### config.mk
export PLATFORM = sky130hd
export DESIGN_NAME = sg_dma_engine
export DESIGN_NICKNAME = d
export VERILOG_FILES = /design/src/rtl/sgd_pkg.sv /design/src/rtl/sgd_desc_decode.sv /design/src/rtl/sgd_regs.sv /design/src/rtl/sgd_walker.sv /design/src/rtl/sg_dma_engine.sv
export SDC_FILE = /design/constraint.sdc
export NUM_CORES = 1
export LEC_CHECK = 0
export ABC_AREA = 1
export CAP_MARGIN = 5
export CELL_PAD_IN_SITES_DETAIL_PLACEMENT = 1
export CELL_PAD_IN_SITES_GLOBAL_PLACEMENT = 1
export CORE_MARGIN = 2
export CORE_UTILIZATION = 31
export DETAILED_ROUTE_END_ITERATION = 16
export PLACE_DENSITY = 0.64
export SLEW_MARGIN = 5
export SYNTH_ARGS = -nofsm -noshare
export SYNTH_HDL_FRONTEND = slang
export SYNTH_SLANG_ARGS = --single-unit
### constraint.sdc
create_clock -name clk -period 2.6 [get_ports clk]
set_clock_uncertainty 0.2 [all_clocks]
set_input_delay 0.65 -clock clk [delete_from_list [all_inputs] [get_ports clk]]
set_output_delay 0.65 -clock clk [all_outputs]
set_load 0.005 [all_outputs]
### src/rtl/sgd_pkg.sv
// Package: shared constants and types for the scatter-gather copy engine.
// Assumes 32-bit words and a 2-bit register offset space.
package sgd_pkg;
    localparam logic [1:0] REG_BASE = 2'd0;
    localparam logic [1:0] REG_CTRL = 2'd1;
    localparam logic [1:0] REG_STAT = 2'd2;

    localparam int ST_RD_DONE = 0;
    localparam int ST_WR_DONE = 1;
    localparam int ST_RD_ERR  = 2;
    localparam int ST_WR_ERR  = 3;
    localparam int ST_SG_ERR  = 4;
    localparam int ST_BUSY    = 8;
    localparam int EV_W       = 5;

    typedef enum logic [2:0] {
        WK_IDLE,
        WK_FETCH,
        WK_CHECK,
        WK_READ,
        WK_WRITE
    } walk_st_e;
endpackage

### src/rtl/sgd_desc_decode.sv
// Module: splits a descriptor control word into count and end flag and
// judges whether the count is legal (non-zero, multiple of the block size).
// Assumes BLK_BYTES is a power of two not larger than 2**CNT_W.
module sgd_desc_decode #(
    parameter int CNT_W     = 18,
    parameter int BLK_BYTES = 256
) (
    input  logic [31:0]      ctrl_word,
    output logic [CNT_W-1:0] byte_cnt,
    output logic             end_flag,
    output logic             cnt_bad
);
    localparam int BLK_LSB = $clog2(BLK_BYTES);

    logic unused_rsvd;

    // Field extraction and legality test.
    always_comb begin
        byte_cnt = ctrl_word[CNT_W-1:0];
        end_flag = ctrl_word[31];
        cnt_bad  = (byte_cnt == '0) || (byte_cnt[BLK_LSB-1:0] != '0);
    end

    assign unused_rsvd = ^ctrl_word[30:CNT_W];
endmodule

### src/rtl/sgd_regs.sv
// Module: register file with base address, start strobe and sticky
// write-one-to-clear status; drives the interrupt level.
// Assumes event pulses last one cycle; an event wins over a same-cycle clear.
module sgd_regs #(
    parameter int AW = 32
) (
    input  logic                     clk,
    input  logic                     rst_n,
    input  logic                     reg_wr,
    input  logic [1:0]               reg_addr,
    input  logic [31:0]              reg_wdata,
    output logic [31:0]              reg_rdata,
    output logic [AW-1:0]            base_addr,
    output logic                     start_cmd,
    input  logic [sgd_pkg::EV_W-1:0] ev_set,
    input  logic                     busy,
    output logic [sgd_pkg::EV_W-1:0] stat_bits,
    output logic                     irq
);
    import sgd_pkg::*;

    logic [EV_W-1:0] clr_mask;

    // Decode writes into a start strobe and a clear mask.
    always_comb begin
        start_cmd = reg_wr && (reg_addr == REG_CTRL) && reg_wdata[0];
        clr_mask  = (reg_wr && (reg_addr == REG_STAT)) ? reg_wdata[EV_W-1:0] : '0;
    end

    // Base address register.
    always_ff @(posedge clk) begin
        if (!rst_n)
            base_addr <= '0;
        else if (reg_wr && (reg_addr == REG_BASE))
            base_addr <= reg_wdata[AW-1:0];
    end

    // Sticky status: set by events, cleared by writing ones.
    always_ff @(posedge clk) begin
        if (!rst_n)
            stat_bits <= '0;
        else
            stat_bits <= (stat_bits & ~clr_mask) | ev_set;
    end

    // Read mux.
    always_comb begin
        reg_rdata = '0;
        case (reg_addr)
            REG_BASE: reg_rdata[AW-1:0] = base_addr;
            REG_STAT: begin
                reg_rdata[EV_W-1:0] = stat_bits;
                reg_rdata[ST_BUSY]  = busy;
            end
            default:  reg_rdata = '0;
        endcase
    end

    assign irq = |stat_bits;
endmodule

### src/rtl/sgd_walker.sv
// Module: descriptor walker and word copier. Fetches three-word descriptors,
// copies count/4 words through a holding register, follows the chain.
// Assumes one memory access outstanding; request held until acknowledge.
module sgd_walker #(
    parameter int AW        = 32,
    parameter int CNT_W     = 18,
    parameter int BLK_BYTES = 256
) (
    input  logic                     clk,
    input  logic                     rst_n,
    input  logic                     start_cmd,
    input  logic [AW-1:0]            base_addr,
    output logic                     busy,
    output logic [sgd_pkg::EV_W-1:0] ev_set,
    output logic                     mem_req,
    output logic                     mem_we,
    output logic [AW-1:0]            mem_addr,
    output logic [31:0]              mem_wdata,
    input  logic                     mem_ack,
    input  logic [31:0]              mem_rdata,
    input  logic                     mem_err
);
    import sgd_pkg::*;

    localparam int WC_W      = CNT_W - 2;
    localparam int DESC_STEP = 12;

    walk_st_e         st_q;
    logic [AW-1:0]    desc_q;
    logic [1:0]       idx_q;
    logic [AW-1:0]    src_q;
    logic [AW-1:0]    dst_q;
    logic [31:0]      ctl_q;
    logic [31:0]      hold_q;
    logic [WC_W-1:0]  left_q;
    logic [CNT_W-1:0] byte_cnt;
    logic             end_flag;
    logic             cnt_bad;
    logic             unused_low;

    sgd_desc_decode #(
        .CNT_W     (CNT_W),
        .BLK_BYTES (BLK_BYTES)
    ) u_dec (
        .ctrl_word (ctl_q),
        .byte_cnt  (byte_cnt),
        .end_flag  (end_flag),
        .cnt_bad   (cnt_bad)
    );

    assign unused_low = ^byte_cnt[1:0];

    // Memory request outputs derived from the walk state.
    always_comb begin
        mem_req   = (st_q == WK_FETCH) || (st_q == WK_READ) || (st_q == WK_WRITE);
        mem_we    = (st_q == WK_WRITE);
        mem_wdata = hold_q;
        case (st_q)
            WK_FETCH: mem_addr = desc_q + {{(AW-4){1'b0}}, idx_q, 2'b00};
            WK_READ:  mem_addr = src_q;
            WK_WRITE: mem_addr = dst_q;
            default:  mem_addr = '0;
        endcase
        busy = (st_q != WK_IDLE);
    end

    // One-cycle completion and fault events for the status register.
    always_comb begin
        ev_set = '0;
        if (mem_ack && mem_err && ((st_q == WK_FETCH) || (st_q == WK_READ)))
            ev_set[ST_RD_ERR] = 1'b1;
        if (mem_ack && mem_err && (st_q == WK_WRITE))
            ev_set[ST_WR_ERR] = 1'b1;
        if ((st_q == WK_CHECK) && cnt_bad)
            ev_set[ST_SG_ERR] = 1'b1;
        if ((st_q == WK_WRITE) && mem_ack && !mem_err && (left_q == WC_W'(1)) && end_flag) begin
            ev_set[ST_RD_DONE] = 1'b1;
            ev_set[ST_WR_DONE] = 1'b1;
        end
    end

    // Walk state machine and address/count registers.
    always_ff @(posedge clk) begin
        if (!rst_n) begin
            st_q   <= WK_IDLE;
            desc_q <= '0;
            idx_q  <= '0;
            src_q  <= '0;
            dst_q  <= '0;
            ctl_q  <= '0;
            hold_q <= '0;
            left_q <= '0;
        end else begin
            case (st_q)
                WK_IDLE: begin
                    if (start_cmd) begin
                        desc_q <= base_addr;
                        idx_q  <= '0;
                        st_q   <= WK_FETCH;
                    end
                end
                WK_FETCH: begin
                    if (mem_ack) begin
                        if (mem_err) begin
                            st_q <= WK_IDLE;
                        end else begin
                            case (idx_q)
                                2'd0:    src_q <= mem_rdata[AW-1:0];
                                2'd1:    dst_q <= mem_rdata[AW-1:0];
                                default: ctl_q <= mem_rdata;
                            endcase
                            idx_q <= idx_q + 2'd1;
                            if (idx_q == 2'd2)
                                st_q <= WK_CHECK;
                        end
                    end
                end
                WK_CHECK: begin
                    if (cnt_bad) begin
                        st_q <= WK_IDLE;
                    end else begin
                        left_q <= byte_cnt[CNT_W-1:2];
                        st_q   <= WK_READ;
                    end
                end
                WK_READ: begin
                    if (mem_ack) begin
                        if (mem_err) begin
                            st_q <= WK_IDLE;
                        end else begin
                            hold_q <= mem_rdata;
                            src_q  <= src_q + AW'(4);
                            st_q   <= WK_WRITE;
                        end
                    end
                end
                WK_WRITE: begin
                    if (mem_ack) begin
                        if (mem_err) begin
                            st_q <= WK_IDLE;
                        end else begin
                            dst_q <= dst_q + AW'(4);
                            if (left_q == WC_W'(1)) begin
                                if (end_flag) begin
                                    st_q <= WK_IDLE;
                                end else begin
                                    desc_q <= desc_q + AW'(DESC_STEP);
                                    idx_q  <= '0;
                                    st_q   <= WK_FETCH;
                                end
                            end else begin
                                left_q <= left_q - WC_W'(1);
                                st_q   <= WK_READ;
                            end
                        end
                    end
                end
                default: st_q <= WK_IDLE;
            endcase
        end
    end
endmodule

### src/rtl/sg_dma_engine.sv
// Module: top of the scatter-gather copy engine; joins the register file
// and the descriptor walker.
// Assumes word-aligned descriptor, source and destination addresses.
module sg_dma_engine #(
    parameter int AW        = 32,
    parameter int CNT_W     = 18,
    parameter int BLK_BYTES = 256
) (
    input  logic        clk,
    input  logic        rst_n,
    input  logic        reg_wr,
    input  logic [1:0]  reg_addr,
    input  logic [31:0] reg_wdata,
    output logic [31:0] reg_rdata,
    output logic        mem_req,
    output logic        mem_we,
    output logic [AW-1:0] mem_addr,
    output logic [31:0] mem_wdata,
    input  logic        mem_ack,
    input  logic [31:0] mem_rdata,
    input  logic        mem_err,
    output logic        irq
);
    import sgd_pkg::*;

    logic [AW-1:0]   base_addr;
    logic            start_cmd;
    logic            busy;
    logic [EV_W-1:0] ev_set;
    logic [EV_W-1:0] stat_bits;

    sgd_regs #(.AW(AW)) u_regs (
        .clk       (clk),
        .rst_n     (rst_n),
        .reg_wr    (reg_wr),
        .reg_addr  (reg_addr),
        .reg_wdata (reg_wdata),
        .reg_rdata (reg_rdata),
        .base_addr (base_addr),
        .start_cmd (start_cmd),
        .ev_set    (ev_set),
        .busy      (busy),
        .stat_bits (stat_bits),
        .irq       (irq)
    );

    sgd_walker #(
        .AW        (AW),
        .CNT_W     (CNT_W),
        .BLK_BYTES (BLK_BYTES)
    ) u_walk (
        .clk       (clk),
        .rst_n     (rst_n),
        .start_cmd (start_cmd),
        .base_addr (base_addr),
        .busy      (busy),
        .ev_set    (ev_set),
        .mem_req   (mem_req),
        .mem_we    (mem_we),
        .mem_addr  (mem_addr),
        .mem_wdata (mem_wdata),
        .mem_ack   (mem_ack),
        .mem_rdata (mem_rdata),
        .mem_err   (mem_err)
    );
endmodule

[Yosys cells after proc, flatten, opt, wreduce, memory -nomap -nowiden]
Cells that the tools add are included.
Operators by class
  add/subtract/negate cells: 6
  $mul: 0
  shift operators: 0
  bitwise logic cells: 5
  mux-type cells: 53
  equality and inequality tests: 23
  div/mod/pow operators: 0
  magnitude comparators: 0
  reductions and logical operators: 37
Operator list (count)
  $mux W32: 15
  $pmux W32 S2: 3
  $pmux W32 S3: 1
  $add A32 B3 Y32 const B: 2
  $mux W16: 4
  $add A32 B4 Y32: 1
  $add A32 B4 Y32 const B: 1
  $pmux W16 S2: 1
  $mux W3: 9
  $mux W23: 1
  $ne A2 B2 Y1 const B: 11
  $mux W2: 10
  $logic_not A18 Y1: 1
  $reduce_and A6 Y1: 3
  $eq A16 B1 Y1 const B: 1
  $sub A16 B1 Y16 const B: 1
  $pmux W3 S5: 1
  $logic_and A1 B1 Y1: 12
  $pmux W5 S2: 1
  $reduce_and A5 Y1: 2
  $reduce_and A8 Y1: 1
  $reduce_bool A2 Y1: 4
  $reduce_bool A8 Y1: 1
  $eq A3 B2 Y1 const B: 2
  24 further kinds: 35
Word-level totals
  memory bits (writable): 0
  output and inout port bits: 99
  ROM bits: 0
  register bits after elaboration: 218
  input bits: 71
  memories: 0
  logic and storage cells: 134
  latch bits: 0

[Logic depth before layout (Yosys ltp)]
Gate-level depths: netlist (run 1).
  depth in word-level cells: 7
  gate-level depth with buffers: 12
  mapped depth without buffers: 12

[By module]
A second synthesis (run 1) with hierarchy kept.
Second synthesis, totals
  cell total of the unflattened synthesis: 2186
  area total of the unflattened synthesis: 13196.4 µm²
Modules (own cells, without submodules)
  sgd_walker: sequential area each 3623.5 µm², area an instance 11324.6 µm², cells each 1905, times used 1
  sgd_regs: sequential area each 740.7 µm², area an instance 1667.8 µm², cells each 247, times used 1
  sgd_desc_decode: sequential area each 0.0 µm², area an instance 203.9 µm², cells each 34, times used 1

[Worst setup path before layout (run 1)]
OpenSTA, ideal clock, no wires.
  kind: reg2out
  start point: register u_walk.desc_q[2]
  end point: output port mem_addr[22]
  path slack: 0.202 ns
  data arrival time: 1.548 ns
  buffers on the path: 0
  required time: 1.750 ns
  cell stages (with the launch flop): 11
  cell sequence: dfxtp_1 ha_1 fa_1 nand2_1 inv_1 nand2_1 nor2_1 inv_1 o21ai_0 nand3_1 nand3_1
Between the ends
  cells in the longest elaborated chain, start to end: 2
RTL lines
  from (decl): line sgd_walker.sv:29  | logic [AW-1:0] desc_q;
  from (signal assigned): line sgd_walker.sv:97  | desc_q <= base_addr;
  from (signal assigned): line sgd_walker.sv:147  | desc_q <= desc_q + AW'(DESC_STEP);
  $add A32 B4 Y32: line sgd_walker.sv:59  | WK_FETCH: mem_addr = desc_q + {{(AW-4){1'b0}}, idx_q, 2'b00};
  $pmux W32 S3: line sgd_walker.sv:58  | case (st_q)
  to (decl): line sg_dma_engine.sv:17  | output logic [AW-1:0] mem_addr,
No other way between the ends.

[Worst setup path in the final report (run 1)]
  start point: register u_walk.desc_q[2]
  end point: output port mem_addr[16]
The elaborated chain is that of the path after synthesis.

==> metrics.md, run 1 <==
| Metric | Value |
|---|---|
| Flop2flop setup slack | `approximately 0.10 ns` |
| Post-Route WL | `60400 um` |
| Worst-margin pin slew | `approximately 0.55 ns` |
| Switching Share | `29.8%` |
| Clock Latency Late Sink | `0.57 ns` |
| Number of synthesis warnings | `0` |
| Final instance area | `18500 sq um` |
| Worst Reg-to-Reg Cells | `16` |
| Gpl congestion | `0.902` |
| Max-cap check violation count | `0` |
| Antenna violations before repair | `1` |
| Hold_buf cts | `0` |
| Post-route insts no fill | `2954` |
| Initial DRC count | `974` |
| Die width | `203 um` |
| Pre-CTS setup slack | `-0.670 ns` |
| Most common library cell in the layout ignoring fill and taps | `nand2_1` |
| Largest stage delay, worst path | `between 0.3 and 0.4 ns` |
| IO Port Bufs | `169` |
| Reg2Reg Capture Point | `u_walk.desc_q[22]` |
| Core Box Area | `39500 sq um` |
| Clk slew on worst S/H paths | `approximately 0.060 ns` |
| Mapped Cells | `2019` |
| DP Cell Count | `roughly 2800` |
| Syn_nets | `2101` |
| CP arrival | `~2.5 ns` |
| Die H | `just over 200 um` |
| CP startpoint | `u_walk.desc_q[2]` |
| Total track usage | `28.4%` |
| Startpoint types | `flop` |
| CTS root buf | `clkbuf_16` |
| Max FO, Critical Path | `2` |
| CTS sink count | `205` |
| Sequential share of power | `35.8%` |
| CP cell instances | `ha_4, fa_2, nand2_4, nor2_4, nand2_4, nor2_4, buf_4, xor2_1, o211ai_1, buf_2` |
| Combinational power share | `approximately 21%` |
| Failing checks | `negative setup slack` |
| Clock network power share | `43.5%` |
| Family with the most delay on the worst path | `adder cells` |
| Count of different cell masters after synthesis | `42` |
| H-tree Lvls | `1` |
| Final worst path period need | `3.30 ns` |
| Share of post-route cells with drive strength above 1 | `22.6%` |
| Endpoints failing hold | `0` |
| # IOs | `170` |
| Syn-to-layout area delta | `49.8%` |
| Power Density | `534 nW/um^2` |
| Number of buffers created by CTS | `27` |
| Site Rows | `73` |
| Critical path class | `reg -> out` |
| Vias in the first global route | `approximately 16000` |
| Run status | `complete, but fails checks` |
| First-pass GRT wire length | `between 90000 and 100000 um` |
| Fillers | `~5100` |
| End point of the critical path | `mem_addr[16]` |
| P_int | `just under 7 mW` |
| Fin util | `46.8%` |
| Register area share after synthesis | `around a third` |
| Slowest CP cell | `fa_2` |
| Clock Tree Buf Depth | `3` |
| Net load switching power | `2.94 mW` |
| Placed inst area | `16200 sq um` |
| Slew Limit Fails | `0` |
| Largest net degree at the start of global routing | `56` |
| Ys async rst share | `0%` |
| Most frequent cells in the layout | `nand2_1 (416), nor2_1 (246), buf_4 (235), o21ai_0 (228), inv_1 (220)` |
| Worst setup margin | `-0.698 ns` |
| Pleak | `8.02 nW` |
| Post-route DRC | `0` |
| Die ar. | `41400 sq um` |
| Launching point of the worst reg2reg path | `u_walk.st_q[0]` |
| Post-DRT Antenna Nets | `0` |
| Slew HR | `63.2%` |
| Setup violators final | `30` |
| First-pass iteration count of the detailed router | `5` |
| Crit share post-route | `127%` |
| Post-DP HPWL | `44800 um` |
| Number of flops mapped to enable cells by yosys | `0` |
| Setup TNS | `-15.78 ns` |
| Crit path required time | `between 1.5 and 2 ns` |
| Maximum VDD drop | `0.527 mV` |
| CP Capture Type | `primary output` |
| Synth Area per Inst | `6.10 sq um` |
| Bufs and invs on worst path | `2` |
| Hold Crit Class | `in -> reg` |
| CTS tree | `done` |
| Fmax | `303 MHz` |
| Top_reg_cell synth | `dfxtp_1` |
| Starting density of the core | `31.2%` |
| Grt ovf | `0` |
| Unrepaired setup endpoints after global routing | `true` |
| Cell count along the critical path | `10` |
| Cell Area, Synth | `approximately 12000 sq um` |
| Vias | `between 15000 and 20000` |
| Final-stage net count | `2490` |
| WL/cell | `20.5 um` |
| Yosys reg bits | `205` |
| Post-DR vias/cell | `between 5 and 6` |
==> stage by stage <==
| stage | total power, mW | hold slack [ns] |
|---|---|---|
| finish | 9.87 | 0.241 |
| global route | 10.3 | 0.257 |
| CTS | 9.75 | 0.211 |
| detailed placement | 5.31 | 0.256 |
| global placement | 5.27 | 0.246 |
| floorplan | 4.33 | 0.230 |
==> layer usage <==
metal / vias up / global-route usage, % / wire length, um
li1: 7405 / - / -
met1: 7497 / 38.0 / 27300
met2: 419 / 46.2 / 27700
met3: 104 / 3.91 / 3110
met4: 0 / 10.8 / 2320
met5: - / 0 / 0
==> repair_timing <==
action	4_1_cts	5_1_grt
setup buffers	35	26
endpoints found under the setup margin	66	50
cloned	4	1
pin swaps	56	46
gates resized for setup	321	105
==> power groups by stage <==
stage	Clock, mW	Combinational [mW]	Sequential, mW
6_report	4.29	2.04	3.54
5_1_grt	4.49	2.21	3.55
4_1_cts	4.36	1.85	3.53
3_5_place_dp	0	1.74	3.57
3_3_place_gp	0	1.70	3.57
2_1_floorplan	0	0.803	3.52
==> registers in the layout, indices dropped and copies added (netlist names) <==
register	count
u_walk.ctl_q	19
u_regs.stat_bits	5
u_walk.mem_wdata	32
u_walk.idx_q	2
u_walk.left_q	16
u_walk.st_q	3
u_walk.src_q	32
u_walk.dst_q	32
u_walk.desc_q	32
u_regs.base_addr	32
==> final cells by class <==
type                       count  area [sq um]  share of cell area [%]
multi-input combinational   1485          7700                    41.7
sequential                   205          4130                    22.4
timing repair buffer         451          4030                    21.8
clock buffer                  37           793                    4.30
clock inverter                12           216                    1.17
tap                          525           657                    3.56
inverter                     238           928                    5.03
antenna                        1          2.50                  0.0136
==> worst min-delay path by stage <==
| stage | startpoint | endpoint | slack [ns] | depth (start not counted) |
|---|---|---|---|---|
| 2_1_floorplan | u_walk.dst_q[0] | u_walk.dst_q[0] | 0.23 | 2 |
| 3_3_place_gp | u_walk.dst_q[1] | u_walk.dst_q[1] | 0.25 | 2 |
| 3_5_place_dp | u_walk.dst_q[0] | u_walk.dst_q[0] | 0.26 | 2 |
| 4_1_cts | rst_n | u_walk.src_q[3] | 0.21 | 3 |
| 5_1_grt | rst_n | u_walk.ctl_q[2] | 0.26 | 3 |
| 6_report | rst_n | u_walk.src_q[3] | 0.24 | 3 |
==> cell usage after synthesis (7+ instances only) <==
library cell  number  share of area (%)
dfxtp_1          205                 33
o22ai_1            7               0.36
a21oi_1          180                7.3
nor2_1           275                8.4
nor3_1            17               0.69
nand3_1          178                7.2
o211ai_1          20                1.2
buf_2             40                1.6
clkbuf_1          42                1.3
nor2_2            12               0.61
ha_1              10                1.0
inv_1            230                7.0
nand4_1           30                1.5
xor2_1            11               0.78
o21ai_0          240                9.7
nand2_1          447                 14
==> worst register-to-register path, stage by stage (launching register included) <==
cell and delay [ns]:
dfxtp_4 0.37, nor2_4 0.12, nand2_4 0.06, buf_6 0.12
buf_12 0.12, clkinv_8 0.05, buf_12 0.12, buf_12 0.11
buf_4 0.22, nand2_2 0.10, nand3_2 0.12, nor2_4 0.06
buf_12 0.13, buf_6 0.14, buf_4 0.13, o21ai_0 0.14
nor2_1 0.06
==> kinds of logic (layout without fill, tap and decap cells) <==
| family | after synthesis | in the layout | synth area share (%) |
|---|---|---|---|
| AND/OR/NAND/NOR | 985 | 985 | 33.8 |
| AO/OA/AOI/OAI | 477 | 477 | 20.4 |
| buffers and inverters | 329 | 738 | 10.5 |
| flip-flops | 205 | 205 | 33.3 |
| XOR/XNOR | 12 | 12 | 0.853 |
| adder cells (fa/ha/maj) | 11 | 11 | 1.18 |
| other | 0 | 1 | 0 |
Note: power is estimated with default switching activity, not from simulation.
==> run 2: changes to the inputs <==
==> constraint.sdc (replaced) <==
create_clock -name clk -period 4.1 [get_ports clk]
set_clock_uncertainty 0.2 [all_clocks]
set_input_delay 1.025 -clock clk [delete_from_list [all_inputs] [get_ports clk]]
set_output_delay 1.025 -clock clk [all_outputs]
set_load 0.005 [all_outputs]
==> metrics.md, run 2 (synthesized netlist as in run 1, its figures left out) <==
| Metric | Value |
|---|---|
| Largest stage delay, worst path | `0.52 ns (+0.13 ns)` |
| Crit path required time | `2.87 ns (+1.12 ns)` |
| Initial DRC count | `863 (-11%)` |
| # IOs | `170 (unchanged)` |
| Clk slew on worst S/H paths | `0.06 ns (about the same)` |
| Die ar. | `41400 sq um (unchanged)` |
| Setup violators final | `0 (-100%)` |
| Pleak | `6.21 nW (-23%)` |
| Post-DR vias/cell | `5.18 (-0.77%)` |
| Total track usage | `26.0% (-2.4 points)` |
| Hold_ws | `0.266 ns (+0.0252 ns)` |
| Startpoint types | `flop` |
| CTS root buf | `clkbuf_16` |
| Starting density of the core | `31.2% (unchanged)` |
| First-pass GRT wire length | `83800 um (-7.5%)` |
| Final-stage net count | `2247 (-9.8%)` |
| Slew HR | `46.7% (-16 points)` |
| CTS tree | `done` |
| Number of antenna diodes | `0 (-1)` |
| Most frequent cells in the layout | `nand2_1 (436), nor2_1 (256), o21ai_0 (234), inv_1 (229), dfxtp_1 (197)` |
| Fmax | `250 MHz` |
| Hold Crit Class | `reg -> reg` |
| Final worst path period need | `4.00 ns` |
| CP arrival | `2.77 ns (+0.32 ns)` |
| Site Rows | `73 (unchanged)` |
| Post-Route WL | `54000 um (-11%)` |
| Syn-to-layout area delta | `27.3%` |
| Final Power | `5.53 mW (-44%)` |
| Number of buffers created by CTS | `27 (unchanged)` |
| CP Capture Type | `primary output` |
| Clock Latency Late Sink | `0.57 ns (about the same)` |
| Antenna violations before repair | `0 (-1)` |
| Slew Limit Fails | `0 (unchanged)` |
| Unrepaired setup endpoints after global routing | `true` |
| IO Port Bufs | `169 (unchanged)` |
| Gpl congestion | `0.877 (-2.8%)` |
| Post-DP HPWL | `41200 um (-8.2%)` |
| WL/cell | `19.9 um (-2.6%)` |
| Max FO, Critical Path | `5 (+3)` |
| Endpoints failing hold | `0 (unchanged)` |
| Power Density | `353 nW/um^2 (-34%)` |
| CP dominant cell by count | `nand2_1` |
| Run status | `completed` |
| Hold_buf cts | `0 (unchanged)` |
| CTS sink count | `205 (unchanged)` |
| Core Box Area | `39500 sq um (unchanged)` |
| Vias | `14037 (-9.0%)` |
| Maximum VDD drop | `0.303 mV (-42%)` |
| Post-route DRC | `0 (unchanged)` |
| Die width | `203 um (unchanged)` |
| Die H | `203 um (unchanged)` |
| First-pass iteration count of the detailed router | `5 (unchanged)` |
| Most common library cell in the layout ignoring fill and taps | `nand2_1` |
| Clock Tree Buf Depth | `3 (unchanged)` |
| CP cell instances | `ha_1, a21oi_1, nor2_2, nand2_2, nor2_4, nand2_1, nand2_1, nand3_1, nand3b_1, clkdlybuf4s50_1` |
| Post-DRT Antenna Nets | `0 (unchanged)` |
| Grt ovf | `0 (unchanged)` |
| Largest net degree at the start of global routing | `73 (+30%)` |
| Critical path class | `reg -> out` |
| Worst-margin pin slew | `0.799 ns (+0.251 ns)` |
| Share of post-route cells with drive strength above 1 | `7.88% (-15 points)` |
| Max-cap check violation count | `0 (unchanged)` |
| Slowest CP cell | `clkdlybuf4s50_1` |
| Vias in the first global route | `14193 (-9.5%)` |
| Crit share post-route | `97.5%` |
| H-tree Lvls | `1 (unchanged)` |
## run 2: cell count changes in the layout (fill, tap and decap cells not counted), sizes merged, moves of 3 or more
cell,previous run,this run
buf,308,40
clkdlybuf4s50,100,162
dlygate4sd2,33,2
bufinv,6,1
dlymetal6s2s,0,4
bufbuf,3,0
clkbuf,43,40
## run 2: worst max-delay path: cells and delay by family (launching register included)
family / cells / cell delay (ns)
buffers and inverters: 1 / 0.52
adders and majority gates: 1 / 0.28
AOI/OAI and AO/OA: 1 / 0.08
and+or+nand+nor: 7 / 0.99
DFF: 1 / 0.35
## run 2: final cells by class
type,count,area [sq um]
timing repair buffer,208,2040
clock buffer,40,795
sequential,205,4110
inverter,238,896
multi-input combinational,1485,7110
tap,525,657
fill,5192,23800
clock inverter,8,76.3
## run 2: per-layer routing
layer	GRT usage (%)	part of all wire, %
met3	3.34	4.2
met2	41.4	44
met4	7.82	3.0
met1	36.6	48
met5	0	0
## run 2: path summary, 6_finish.rpt
check                   from               end  slack, ns  cells past startpoint
max          u_walk.idx_q[1]      mem_addr[27]       0.10                     10
min          u_walk.dst_q[0]   u_walk.dst_q[0]       0.27                      2
max reg2reg   u_walk.st_q[1]  u_walk.dst_q[27]       1.29                     10
min reg2reg  u_walk.dst_q[0]   u_walk.dst_q[0]       0.27                      2
## run 2: per-stage QoR
| stage | area [sq um] | utilization, % | cells | worst slack, ns | setup TNS (ns) |
|---|---|---|---|---|---|
| 6_report | 15700 | 39.8 | 2709 | 0.101 | 0 |
| 3_3_place_gp | 14600 | 37.0 | 2656 | 0.298 | 0 |
| 2_1_floorplan | 12300 | - | 2019 | 1.06 | 0 |
| 3_5_place_dp | 14600 | 37.0 | 2656 | 0.265 | 0 |
| 5_1_grt | 15700 | 39.8 | 2709 | -0.0439 | -0.122 |
| 4_1_cts | 15600 | 39.5 | 2708 | 0.000410 | 0 |
## run 2: repair_timing
action / 4_1_cts / 5_1_grt
gates resized for setup: 33 / 38
cloned: 0 / 0
setup endpoints to repair: 17 / 22
buffers inserted: 4 / 1
pin swaps: 11 / 12
## run 2: power by group
part	internal [mW]	total [mW]	switching, mW
Clock	1.40	2.37	0.978
Sequential	2.11	2.26	0.145
Combinational	0.331	0.905	0.574
Total	3.84	5.53	1.70
